$ cat src/rtl/gpio_pkg.sv
`timescale 1ns/1ps
package gpio_pkg;
  localparam int unsigned SEL_W = 2;

  typedef enum logic [SEL_W-1:0] {
    SEL_PIN  = 2'd0,
    SEL_DIR  = 2'd1,
    SEL_OUT  = 2'd2,
    SEL_NONE = 2'd3
  } gpio_sel_e;
endpackage

$ cat src/rtl/gpio_rst_sync.sv
`timescale 1ns/1ps
module gpio_rst_sync #(
  parameter int unsigned STAGES = 2
) (
  input  logic clk,
  input  logic rst_n,
  output logic rst_sync_n
);
  localparam int unsigned LAST = STAGES - 1;

  logic [STAGES-1:0] chain_q;
  logic [STAGES-1:0] chain_d;

  always_comb begin
    chain_d = {chain_q[LAST-1:0], 1'b1};
  end

  always_ff @(posedge clk or negedge rst_n) begin
    if (!rst_n) chain_q <= '0;
    else        chain_q <= chain_d;
  end

  assign rst_sync_n = chain_q[LAST];
endmodule

$ cat src/rtl/gpio_regs.sv
`timescale 1ns/1ps
module gpio_regs
  import gpio_pkg::*;
#(
  parameter int unsigned WIDTH = 8
) (
  input  logic             clk,
  input  logic             rst_n,
  input  logic             we,
  input  logic [SEL_W-1:0] addr,
  input  logic [WIDTH-1:0] wdata,
  output logic [WIDTH-1:0] dir_q,
  output logic [WIDTH-1:0] out_q
);
  logic             dir_en;
  logic             out_en;
  logic [WIDTH-1:0] dir_d;
  logic [WIDTH-1:0] out_d;

  always_comb begin
    dir_en = we && (addr == SEL_DIR);
    out_en = we && (addr == SEL_OUT);
    dir_d  = wdata;
    out_d  = wdata;
  end

  always_ff @(posedge clk or negedge rst_n) begin
    if (!rst_n)      dir_q <= '0;
    else if (dir_en) dir_q <= dir_d;
  end

  always_ff @(posedge clk or negedge rst_n) begin
    if (!rst_n)      out_q <= '0;
    else if (out_en) out_q <= out_d;
  end
endmodule

$ cat src/rtl/gpio_pad_ctl.sv
`timescale 1ns/1ps
module gpio_pad_ctl #(
  parameter int unsigned WIDTH = 8
) (
  input  logic [WIDTH-1:0] dir_q,
  input  logic [WIDTH-1:0] out_q,
  input  logic             pu_block,
  output logic [WIDTH-1:0] drv_val,
  output logic [WIDTH-1:0] drv_en,
  output logic [WIDTH-1:0] pu_en
);
  for (genvar b = 0; b < WIDTH; b++) begin : g_bit
    always_comb begin
      drv_en[b]  = dir_q[b];
      drv_val[b] = out_q[b];
      // Pull-up only on an input pin whose output bit is set and not blocked
      pu_en[b]   = !dir_q[b] && out_q[b] && !pu_block;
    end
  end
endmodule

$ cat src/rtl/gpio_in_sync.sv
`timescale 1ns/1ps
module gpio_in_sync #(
  parameter int unsigned WIDTH = 8
) (
  input  logic             clk,
  input  logic             rst_n,
  input  logic [WIDTH-1:0] pad_lvl,
  output logic [WIDTH-1:0] pin_q
);
  logic [WIDTH-1:0] hold_q;

  for (genvar b = 0; b < WIDTH; b++) begin : g_bit
    // First stage: carries the pad level present at the falling edge
    // through the low phase, as a high-transparent latch would.
    always_ff @(negedge clk or negedge rst_n) begin
      if (!rst_n) hold_q[b] <= 1'b0;
      else        hold_q[b] <= pad_lvl[b];
    end

    // Second stage: rising-edge capture into the pin-input register.
    always_ff @(posedge clk or negedge rst_n) begin
      if (!rst_n) pin_q[b] <= 1'b0;
      else        pin_q[b] <= hold_q[b];
    end
  end
endmodule

$ cat src/rtl/gpio_port.sv
`timescale 1ns/1ps
module gpio_port
  import gpio_pkg::*;
#(
  parameter int unsigned WIDTH     = 8,
  parameter int unsigned RST_STAGE = 2
) (
  input  logic             clk,
  input  logic             rst_n,
  input  logic             bus_we,
  input  logic [SEL_W-1:0] bus_addr,
  input  logic [WIDTH-1:0] bus_wdata,
  output logic [WIDTH-1:0] bus_rdata,
  input  logic             pud_global,
  input  logic             pud_port,
  input  logic [WIDTH-1:0] pad_in,
  output logic [WIDTH-1:0] pad_out,
  output logic [WIDTH-1:0] pad_oe,
  output logic [WIDTH-1:0] pad_pu
);
  logic             rst_sync_n;
  logic [WIDTH-1:0] dir_q;
  logic [WIDTH-1:0] out_q;
  logic [WIDTH-1:0] pin_q;
  logic             pu_block;

  gpio_rst_sync #(.STAGES(RST_STAGE)) u_rst (
    .clk        (clk),
    .rst_n      (rst_n),
    .rst_sync_n (rst_sync_n)
  );

  gpio_regs #(.WIDTH(WIDTH)) u_regs (
    .clk   (clk),
    .rst_n (rst_sync_n),
    .we    (bus_we),
    .addr  (bus_addr),
    .wdata (bus_wdata),
    .dir_q (dir_q),
    .out_q (out_q)
  );

  always_comb begin
    pu_block = pud_global || pud_port;
  end

  gpio_pad_ctl #(.WIDTH(WIDTH)) u_pad (
    .dir_q    (dir_q),
    .out_q    (out_q),
    .pu_block (pu_block),
    .drv_val  (pad_out),
    .drv_en   (pad_oe),
    .pu_en    (pad_pu)
  );

  gpio_in_sync #(.WIDTH(WIDTH)) u_sync (
    .clk     (clk),
    .rst_n   (rst_sync_n),
    .pad_lvl (pad_in),
    .pin_q   (pin_q)
  );

  always_comb begin
    unique case (bus_addr)
      SEL_PIN: bus_rdata = pin_q;
      SEL_DIR: bus_rdata = dir_q;
      SEL_OUT: bus_rdata = out_q;
      default: bus_rdata = '0;
    endcase
  end
endmodule

$ cat config.mk
export PLATFORM = sky130hd
export DESIGN_NAME = gpio_port
export DESIGN_NICKNAME = d
export VERILOG_FILES = /design/src/rtl/gpio_pkg.sv /design/src/rtl/gpio_rst_sync.sv /design/src/rtl/gpio_regs.sv /design/src/rtl/gpio_pad_ctl.sv /design/src/rtl/gpio_in_sync.sv /design/src/rtl/gpio_port.sv
export SDC_FILE = /design/constraint.sdc
export NUM_CORES = 1
export LEC_CHECK = 0
export ABC_AREA = 1
export BUFFER_PORTS_ARGS = -buffer_cell sky130_fd_sc_hd__buf_2
export CORE_UTILIZATION = 51
export DETAILED_ROUTE_END_ITERATION = 8
export GPL_TIMING_DRIVEN = 0
export PLACE_DENSITY = 0.83
export SLEW_MARGIN = 10
export SYNTH_ARGS = -nofsm -noshare
export SYNTH_HDL_FRONTEND = slang
export SYNTH_SLANG_ARGS = --single-unit
$ cat constraint.sdc
create_clock -name clk -period 3.1 [get_ports clk]
set_input_delay 0.31 -clock clk [delete_from_list [all_inputs] [get_ports clk]]
set_output_delay 0.31 -clock clk [all_outputs]
set_load 0.005 [all_outputs]
==> results of run 1 <==
power groups by stage:
stage | Combinational [mW] | Clock [mW] | Sequential, mW
after floorplan | 0.0825 | 0 | 0.540
after global placement | 0.160 | 0 | 0.542
after detailed placement | 0.165 | 0 | 0.546
after CTS | 0.167 | 0.222 | 0.537
after global routing | 0.186 | 0.244 | 0.546
final | 0.166 | 0.216 | 0.538
metal layers:
metal  share of wire (%)  vias up
met5                   0        -
li1                    -      616
met3                 6.4        9
met2                  49       55
met1                  43      602
met4                 1.8        0
metrics by stage:
stage	cells	hold WS [ns]	instance area (sq um)	util (%)
2_1_floorplan	146	0.0144	1450	-
6_report	235	0.238	1810	69.7
5_1_grt	235	0.229	1810	69.7
3_5_place_dp	227	0.0953	1750	67.4
3_3_place_gp	227	0.0947	1750	67.4
4_1_cts	235	0.228	1800	69.7
cell type report:
| type | instances | share of cell area (%) |
|---|---|---|
| sequential | 34 | 47.2 |
| timing repair buffer | 52 | 14.7 |
| clock inverter | 2 | 0.554 |
| multi-input combinational | 100 | 27.4 |
| tap | 30 | 2.08 |
| inverter | 4 | 1.39 |
| buffer | 8 | 4.57 |
| clock buffer | 5 | 2.08 |
sequential cells by signal (all words and copies together), names as in the netlist:
| signal | cells |
|---|---|
| u_regs.dir_q | 8 |
| u_sync.hold_q | 8 |
| u_rst.chain_q | 2 |
| u_sync.pin_q | 8 |
| u_regs.out_q | 8 |
Yosys cell counts:
cell type	instances	share of area, %
nor2_1	8	2.1
inv_6	2	1.2
dfrtp_1	26	45
buf_6	6	4.6
conb_1	1	0.26
nor2_4	1	0.77
nand3_1	28	9.6
buf_4	2	1.0
nand2_1	40	10
nand4_1	16	6.9
inv_2	2	0.52
nand3_2	6	4.1
dfrtn_1	8	14
tightest hold or removal path: cells and delay by family:
kind                   cells  cell delay, ns
AND/OR/NAND/NOR            2            0.13
buffers and inverters      1            0.10
worst paths after layout:
kind,end,cells past startpoint
worst min register to register,u_sync.pin_q[5]$_DFF_PN0_,0
worst max register to register,u_sync.hold_q[3]$_DFF_NN0_,0
worst max-delay path,u_sync.hold_q[3]$_DFF_NN0_,0
worst min-delay path,u_regs.dir_q[0]$_DFFE_PN0P_,3
max in group clk,u_sync.pin_q[4]$_DFF_PN0_,0
min in group asynchronous,u_rst.chain_q[1]$_DFF_PN0_,2
cells by family after synthesis:
logic type	synth area share, %
AND/OR/NAND/NOR	33.8
buffers and inverters	7.40
other	0.258
flip-flops	58.5
timing repair:
action                    in CTS  in global routing
hold endpoints to repair       2                  0
buffers inserted               0                  0
hold buffers                   1                  0
resized for setup              0                  0
==> impl_metrics.yaml, run 1 <==
route:
  vias_per_cell: 5.46
  wl_per_cell_um: 13.8
  drtAntennaViolNets: 0
  wirelength_um: 3240
  drc: 0
  first_pass_iters: 4
  via_count: 1282
  dr.first_iter.drc_count: 39
layout:
  antennaDiodeCount: 0
  num-fill-cells: 199
  multi_input_area_sq_um: 495
  final_common_cell: "buf_2"
  final_cell_mix: "51 x buf_2, 40 x nand2_1, 28 x nand3_1, 25 x dfrtp_1, 16 x nand4_1"
  fin_nets: 228
  regArea_sq_um: 852
  final_layout_size_suffix_gt1_share_pct: 38.0
  syn2layout_area_growth_pct: 24.2
global_routing:
  met3_usage_pct: 7.96
  grt_use_total_pct: 23.8
  grtUsageMet1_pct: 30.6
  antenna_found_initial: 0
  top_usage_layer: "met2"
  first_global_vias: 1202
  grt_overflow: 0
  grt_pass1_wl_um: 5500
  grt_max_degree: 33
  use_met2_pct: 37.2
setup_path:
  worst_ep_required_time_ns: 2.03
  end_kind: "async pin"
  regToRegStartpoint: "u_rst.chain_q[1]$_DFF_PN0_"
  startpoint: "u_rst.chain_q[1]$_DFF_PN0_"
  critPathLaunchType: "flip-flop"
  worst-setup-path-type: "reg -> async"
  cp_max_fo: 32
  reg2reg_slack_ns: 0.89
  cp.arrival_ns: 1.14
power:
  p_total_mw: 0.920
  p_seq_share_pct: 58.5
  p_sw_share_pct: 29.3
  ir_worst_vdd_uv: 475
  p_int_mw: 0.650
  switchingPower_mw: 0.269
  power.leakage_nw: 0.973
  power_density_nw_per_um2: 509
  power_frac_comb_pct: 18.0
  pwr-share-clk_pct: 23.5
clock_tree:
  htree_levels: 2
  cts_tree: "done"
  insertion_delay_ns: 0.33
  root_buffer: "clkbuf_4"
  path_clk_slew_ns: 0.10
  cts_inserted_buffers: 5
  clock-sinks: 34
  clock_path_buffers: 2
placement:
  io_buffers: 51
  hpwl_um: 2290
  preCtsSetupSlack_ns: 0.305
  gp_congestion: 0.860
floorplan:
  fp.dieW_um: 55.4
  num_rows: 18
  start_util_pct: 56.1
  core_sq_um: 2590
  ios: 55
  die_h_um: 55.4
  die_area_sq_um: 3070
sta:
  tightest_slew_ns: 0.663
  max-slew-margin-rel_pct: 55.8
  setup_slack_ns: 0.892
  setup_viol: 0
  hold_viol_final: 0
  fin_setup_tns_ns: 0
  drv_slew: 0
  grt_setup_unrepaired: "false"
  fin_skew_ns: 0.00861
synthesis:
  synth_warnings: 0
  seq_area_frac_synth_pct: 58.5
  synth-seq-cells: 34
  netlist_instances: 146
  syn_nets: 169
  syn_avg_cell_area_sq_um: 9.96
  synth.distinct_cells: 13
  synth_area_sq_um: 1450
outcome:
  status: "finished, final reports clean"
min_path:
  min-delay-start: "bus_wdata[0]"
  hp-class: "in -> reg"
run:
  max_cap_violations: 0
Note: power is estimated with default switching activity, not from simulation.
==> run 2, diff against run 1 <==
Settings changed: CORE_UTILIZATION 51 to 43, PLACE_DENSITY 0.83 to 0.74.
Clock period 3.1 ns to 1.9 ns, I/O delays scaled along.
==> impl_metrics.yaml, run 2 (synthesis gave the netlist of run 1 again) <==
layout:
  final_cell_mix: "51 x buf_2, 40 x nand2_1, 28 x nand3_1, 25 x dfrtp_1, 16 x nand4_1"
  fin_nets: 228
  regArea_sq_um: 852
  num-fill-cells: 289
  antennaDiodeCount: 0
  syn2layout_area_growth_pct: 26.2
  multi_input_area_sq_um: 495
  final_common_cell: "buf_2"
  final_layout_size_suffix_gt1_share_pct: 37.9
floorplan:
  ios: 55
  core_sq_um: 3130
  start_util_pct: 46.5
  die_area_sq_um: 3620
  fp.dieW_um: 60.1
  num_rows: 20
  die_h_um: 60.1
clock_tree:
  cts_inserted_buffers: 5
  root_buffer: "clkbuf_4"
  insertion_delay_ns: 0.33
  path_clk_slew_ns: 0.10
  clock-sinks: 34
  post_cts_buffers: 0
  clock_path_buffers: 2
  cts_tree: "done"
  htree_levels: 2
route:
  wirelength_um: 3400
  vias_per_cell: 5.17
  dr.first_iter.drc_count: 61
  drc: 0
  wl_per_cell_um: 13.6
  first_pass_iters: 4
  drtAntennaViolNets: 0
  via_count: 1292
sta:
  tightest_slew_ns: 0.675
  drv_slew: 0
  setup_slack_ns: 0.286
  fin_skew_ns: 0.0138
  max-slew-margin-rel_pct: 55.0
  whs_ns: 0.119
  setup_viol: 0
  hold_viol_final: 0
  grt_setup_unrepaired: "false"
placement:
  io_buffers: 51
  gp_congestion: 0.830
  hpwl_um: 2430
  preCtsSetupSlack_ns: -0.297
power:
  power.leakage_nw: 0.977
  power_density_nw_per_um2: 843
  ir_worst_vdd_uv: 463
setup_path:
  startpoint: "u_rst.chain_q[1]$_DFF_PN0_"
  regToRegStartpoint: "u_rst.chain_q[1]$_DFF_PN0_"
  cp_max_fo: 32
  critPathLaunchType: "flip-flop"
  reg2reg_slack_ns: 0.29
  path_depth: 0
  r2r_cells: 0
  rr_endpoint: "u_sync.hold_q[5]$_DFF_NN0_"
  cp-endpoint: "u_sync.hold_q[5]$_DFF_NN0_"
  worst-setup-path-type: "reg -> async"
  worst_ep_required_time_ns: 1.42
  cp.arrival_ns: 1.13
  end_kind: "async pin"
global_routing:
  grt_pass1_wl_um: 5350
  antenna_found_initial: 0
  grt_use_total_pct: 20.7
  grt_max_degree: 33
  first_global_vias: 1235
  grt_overflow: 0
min_path:
  hp-class: "in -> reg"
run:
  max_cap_violations: 0
outcome:
  status: "finished, final reports clean"
==> run 2: cell types whose count changed in the layout (fill, tap and decap cells not counted), sizes merged <==
cell    before  now
clkinv       2    1
clkbuf       5    7
==> run 2: per-stage QoR <==
stage	setup TNS (ns)	utilization [%]	instances	power, mW	cell area, sq um
2_1_floorplan	0	-	146	1.02	1450
3_3_place_gp	-2.01	56.4	241	1.15	1760
3_5_place_dp	-2.36	56.4	241	1.16	1760
4_1_cts	0	58.7	250	1.56	1840
5_1_grt	0	58.7	250	1.64	1840
6_report	0	58.7	250	1.55	1840
==> run 2: repair_timing <==
item	CTS	global route
gates resized for setup	1	0
endpoints found under the setup margin	8	0
endpoints found under the hold margin	2	0
hold buffers	1	0
==> run 2: cell type report <==
class / instances / area share, %
Clock inverter: 1 / 0.273
Sequential cell: 34 / 46.4
Tap cell: 44 / 3.00
Multi-Input combinational cell: 100 / 27.0
Inverter: 4 / 1.36
Timing Repair Buffer: 52 / 14.5
Clock buffer: 7 / 3.00
Buffer: 8 / 4.50
==> run 2: routing by layer <==
layer | part of all wire, % | global-route usage (%) | wire length [um]
met1 | 40 | 23.2 | 1360
met2 | 52 | 36.7 | 1760
met3 | 6.2 | 4.76 | 212
met4 | 1.9 | 9.63 | 65
met5 | 0 | 0 | 0
==> run 2: worst min-delay path by stage <==
stage | start | endpoint | slack [ns] | cells past startpoint
final | bus_wdata[3] | u_regs.out_q[3]$_DFFE_PN0P_ | 0.12 | 3
after global routing | bus_wdata[0] | u_regs.out_q[0]$_DFFE_PN0P_ | 0.11 | 3
after CTS | bus_wdata[3] | u_regs.out_q[3]$_DFFE_PN0P_ | 0.12 | 3
after detailed placement | rst_n | u_rst.chain_q[0]$_DFF_PN0_ | -0.02 | 1
after global placement | rst_n | u_rst.chain_q[0]$_DFF_PN0_ | -0.03 | 1
after floorplan | rst_n | u_rst.chain_q[0]$_DFF_PN0_ | -0.11 | 0
==> run 2: where the power goes <==
group | total (mW) | internal, mW | switching, mW
clock network | 0.401 | 0.179 | 0.222
logic | 0.270 | 0.131 | 0.140
registers | 0.876 | 0.798 | 0.0778
==> run 3, diff against run 2 <==
Settings changed: CORE_UTILIZATION 43 to 48, PLACE_DENSITY 0.74 to 0.78.
Clock period 1.9 ns to 1.5 ns, I/O delays scaled along.
==> impl_metrics.yaml, run 3 (synthesis gave the netlist of run 1 again) <==
setup_path:
  worst_ep_required_time_ns: 1.31
  cp.arrival_ns: 1.04
  regToRegStartpoint: "u_rst.chain_q[1]$_DFF_PN0_"
  r2r_cells: 0
  cp_max_fo: 32
  reg2reg_slack_ns: 0.26
  critPathLaunchType: "flip-flop"
  path_depth: 0
  rr_endpoint: "u_sync.hold_q[5]$_DFF_NN0_"
  worst-setup-path-type: "reg -> async"
  end_kind: "async pin"
floorplan:
  core_sq_um: 2810
  die_h_um: 57.0
  start_util_pct: 51.8
  num_rows: 19
  die_area_sq_um: 3250
  ios: 55
  fp.dieW_um: 57.0
clock_tree:
  insertion_delay_ns: 0.34
  clock_path_buffers: 2
  htree_levels: 2
  root_buffer: "clkbuf_4"
  path_clk_slew_ns: 0.10
  clock-sinks: 34
  cts_tree: "done"
  cts_inserted_buffers: 5
power:
  power.leakage_nw: 0.976
  power_density_nw_per_um2: 1090
  ir_worst_vdd_uv: 750
outcome:
  violations: "design-rule violations"
  status: "finished with violations"
global_routing:
  grt_use_total_pct: 23.1
  first_global_vias: 1280
  grt_overflow: 0
  antenna_found_initial: 0
  grt_pass1_wl_um: 5580
  grt_max_degree: 33
route:
  vias_per_cell: 5.45
  wl_per_cell_um: 14.0
  first_pass_iters: 6
  drc: 13
  dr.first_iter.drc_count: 80
  wirelength_um: 3320
  via_count: 1291
  drtAntennaViolNets: 0
min_path:
  min-delay-start: "bus_wdata[2]"
  hp-class: "in -> reg"
  hold_depth: 3
  timing.hold.worst_endpoint: "u_regs.out_q[2]$_DFFE_PN0P_"
layout:
  num-fill-cells: 245
  syn2layout_area_growth_pct: 25.6
  final_layout_size_suffix_gt1_share_pct: 38.3
  regArea_sq_um: 855
  final_cell_mix: "51 x buf_2, 40 x nand2_1, 28 x nand3_1, 25 x dfrtp_1, 16 x nand4_1"
  multi_input_area_sq_um: 495
  final_common_cell: "buf_2"
  fin_nets: 228
  antennaDiodeCount: 0
placement:
  gp_congestion: 0.814
  io_buffers: 51
  hpwl_um: 2360
  preCtsSetupSlack_ns: 0.0372
sta:
  finalCriticalPeriod_ns: 1.24
  hold_viol_final: 0
  fin_setup_tns_ns: 0
  drv_slew: 0
  setup_viol: 0
  grt_setup_unrepaired: "false"
  finalCritPeriodShare_pct: 82.4
  setup_slack_ns: 0.264
  timing.fmax_mhz: 819
  fin_skew_ns: 0.0146
run:
  max_cap_violations: 0
run 3: through the flow:
stage               power, mW  hold WS, ns  util, %  cell area, sq um  instances
floorplan                1.29       -0.146        -              1460        146
global placement         1.45      -0.0662     62.4              1750        228
detailed placement       1.47      -0.0637     62.4              1750        228
CTS                      1.99       0.0575     65.0              1820        237
global route             2.09       0.0631     65.1              1830        237
finish                   1.98       0.0631     65.1              1830        237
run 3: power by group:
part	internal [mW]	total (mW)	switching [mW]	leakage, nW
logic	0.165	0.342	0.177	0.533
registers	1.01	1.11	0.0971	0.409
clock network	0.225	0.533	0.308	0.0343
run 3: worst min-delay path: cells and delay by family:
kind,cells,cell delay [ns]
simple gates,2,0.13
buf+inv,1,0.11
run 3: worst max path at each step:
stage	from	end	slack, ns
floorplan	u_rst.chain_q[1]$_DFF_PN0_	u_sync.hold_q[0]$_DFF_NN0_	0.22
global placement	u_rst.chain_q[1]$_DFF_PN0_	u_sync.hold_q[2]$_DFF_NN0_	0.08
detailed placement	u_rst.chain_q[1]$_DFF_PN0_	u_sync.hold_q[2]$_DFF_NN0_	0.04
CTS	u_rst.chain_q[1]$_DFF_PN0_	u_sync.hold_q[5]$_DFF_NN0_	0.02
global route	u_rst.chain_q[1]$_DFF_PN0_	u_sync.hold_q[4]$_DFF_NN0_	0.17
finish	u_rst.chain_q[1]$_DFF_PN0_	u_sync.hold_q[5]$_DFF_NN0_	0.26
run 3: repair_timing:
action                     in CTS  in global routing
hold buffers                    1                  0
hold endpoints to repair        2                  0
buffers inserted                0                  0
resized for setup               0                  1
setup endpoints to repair       0                  8
run 3: area by class of cell:
type	count	share of cell area, %
clock inverters	2	0.685
plain buffers	8	4.52
inverters	4	1.37
well taps	31	2.12
clock buffers	6	2.81
flip-flops and latches	34	46.8
multi-input cells	100	27.1
repair buffers	52	14.5
run 3: routing by layer:
metal / vias to the layer above / track usage, % / routed length [um]
li1: 617 / - / -
met3: 5 / 5.44 / 238
met4: 0 / 12.2 / 60
met2: 47 / 39.3 / 1670
met5: - / 0 / 0
met1: 622 / 27.4 / 1360
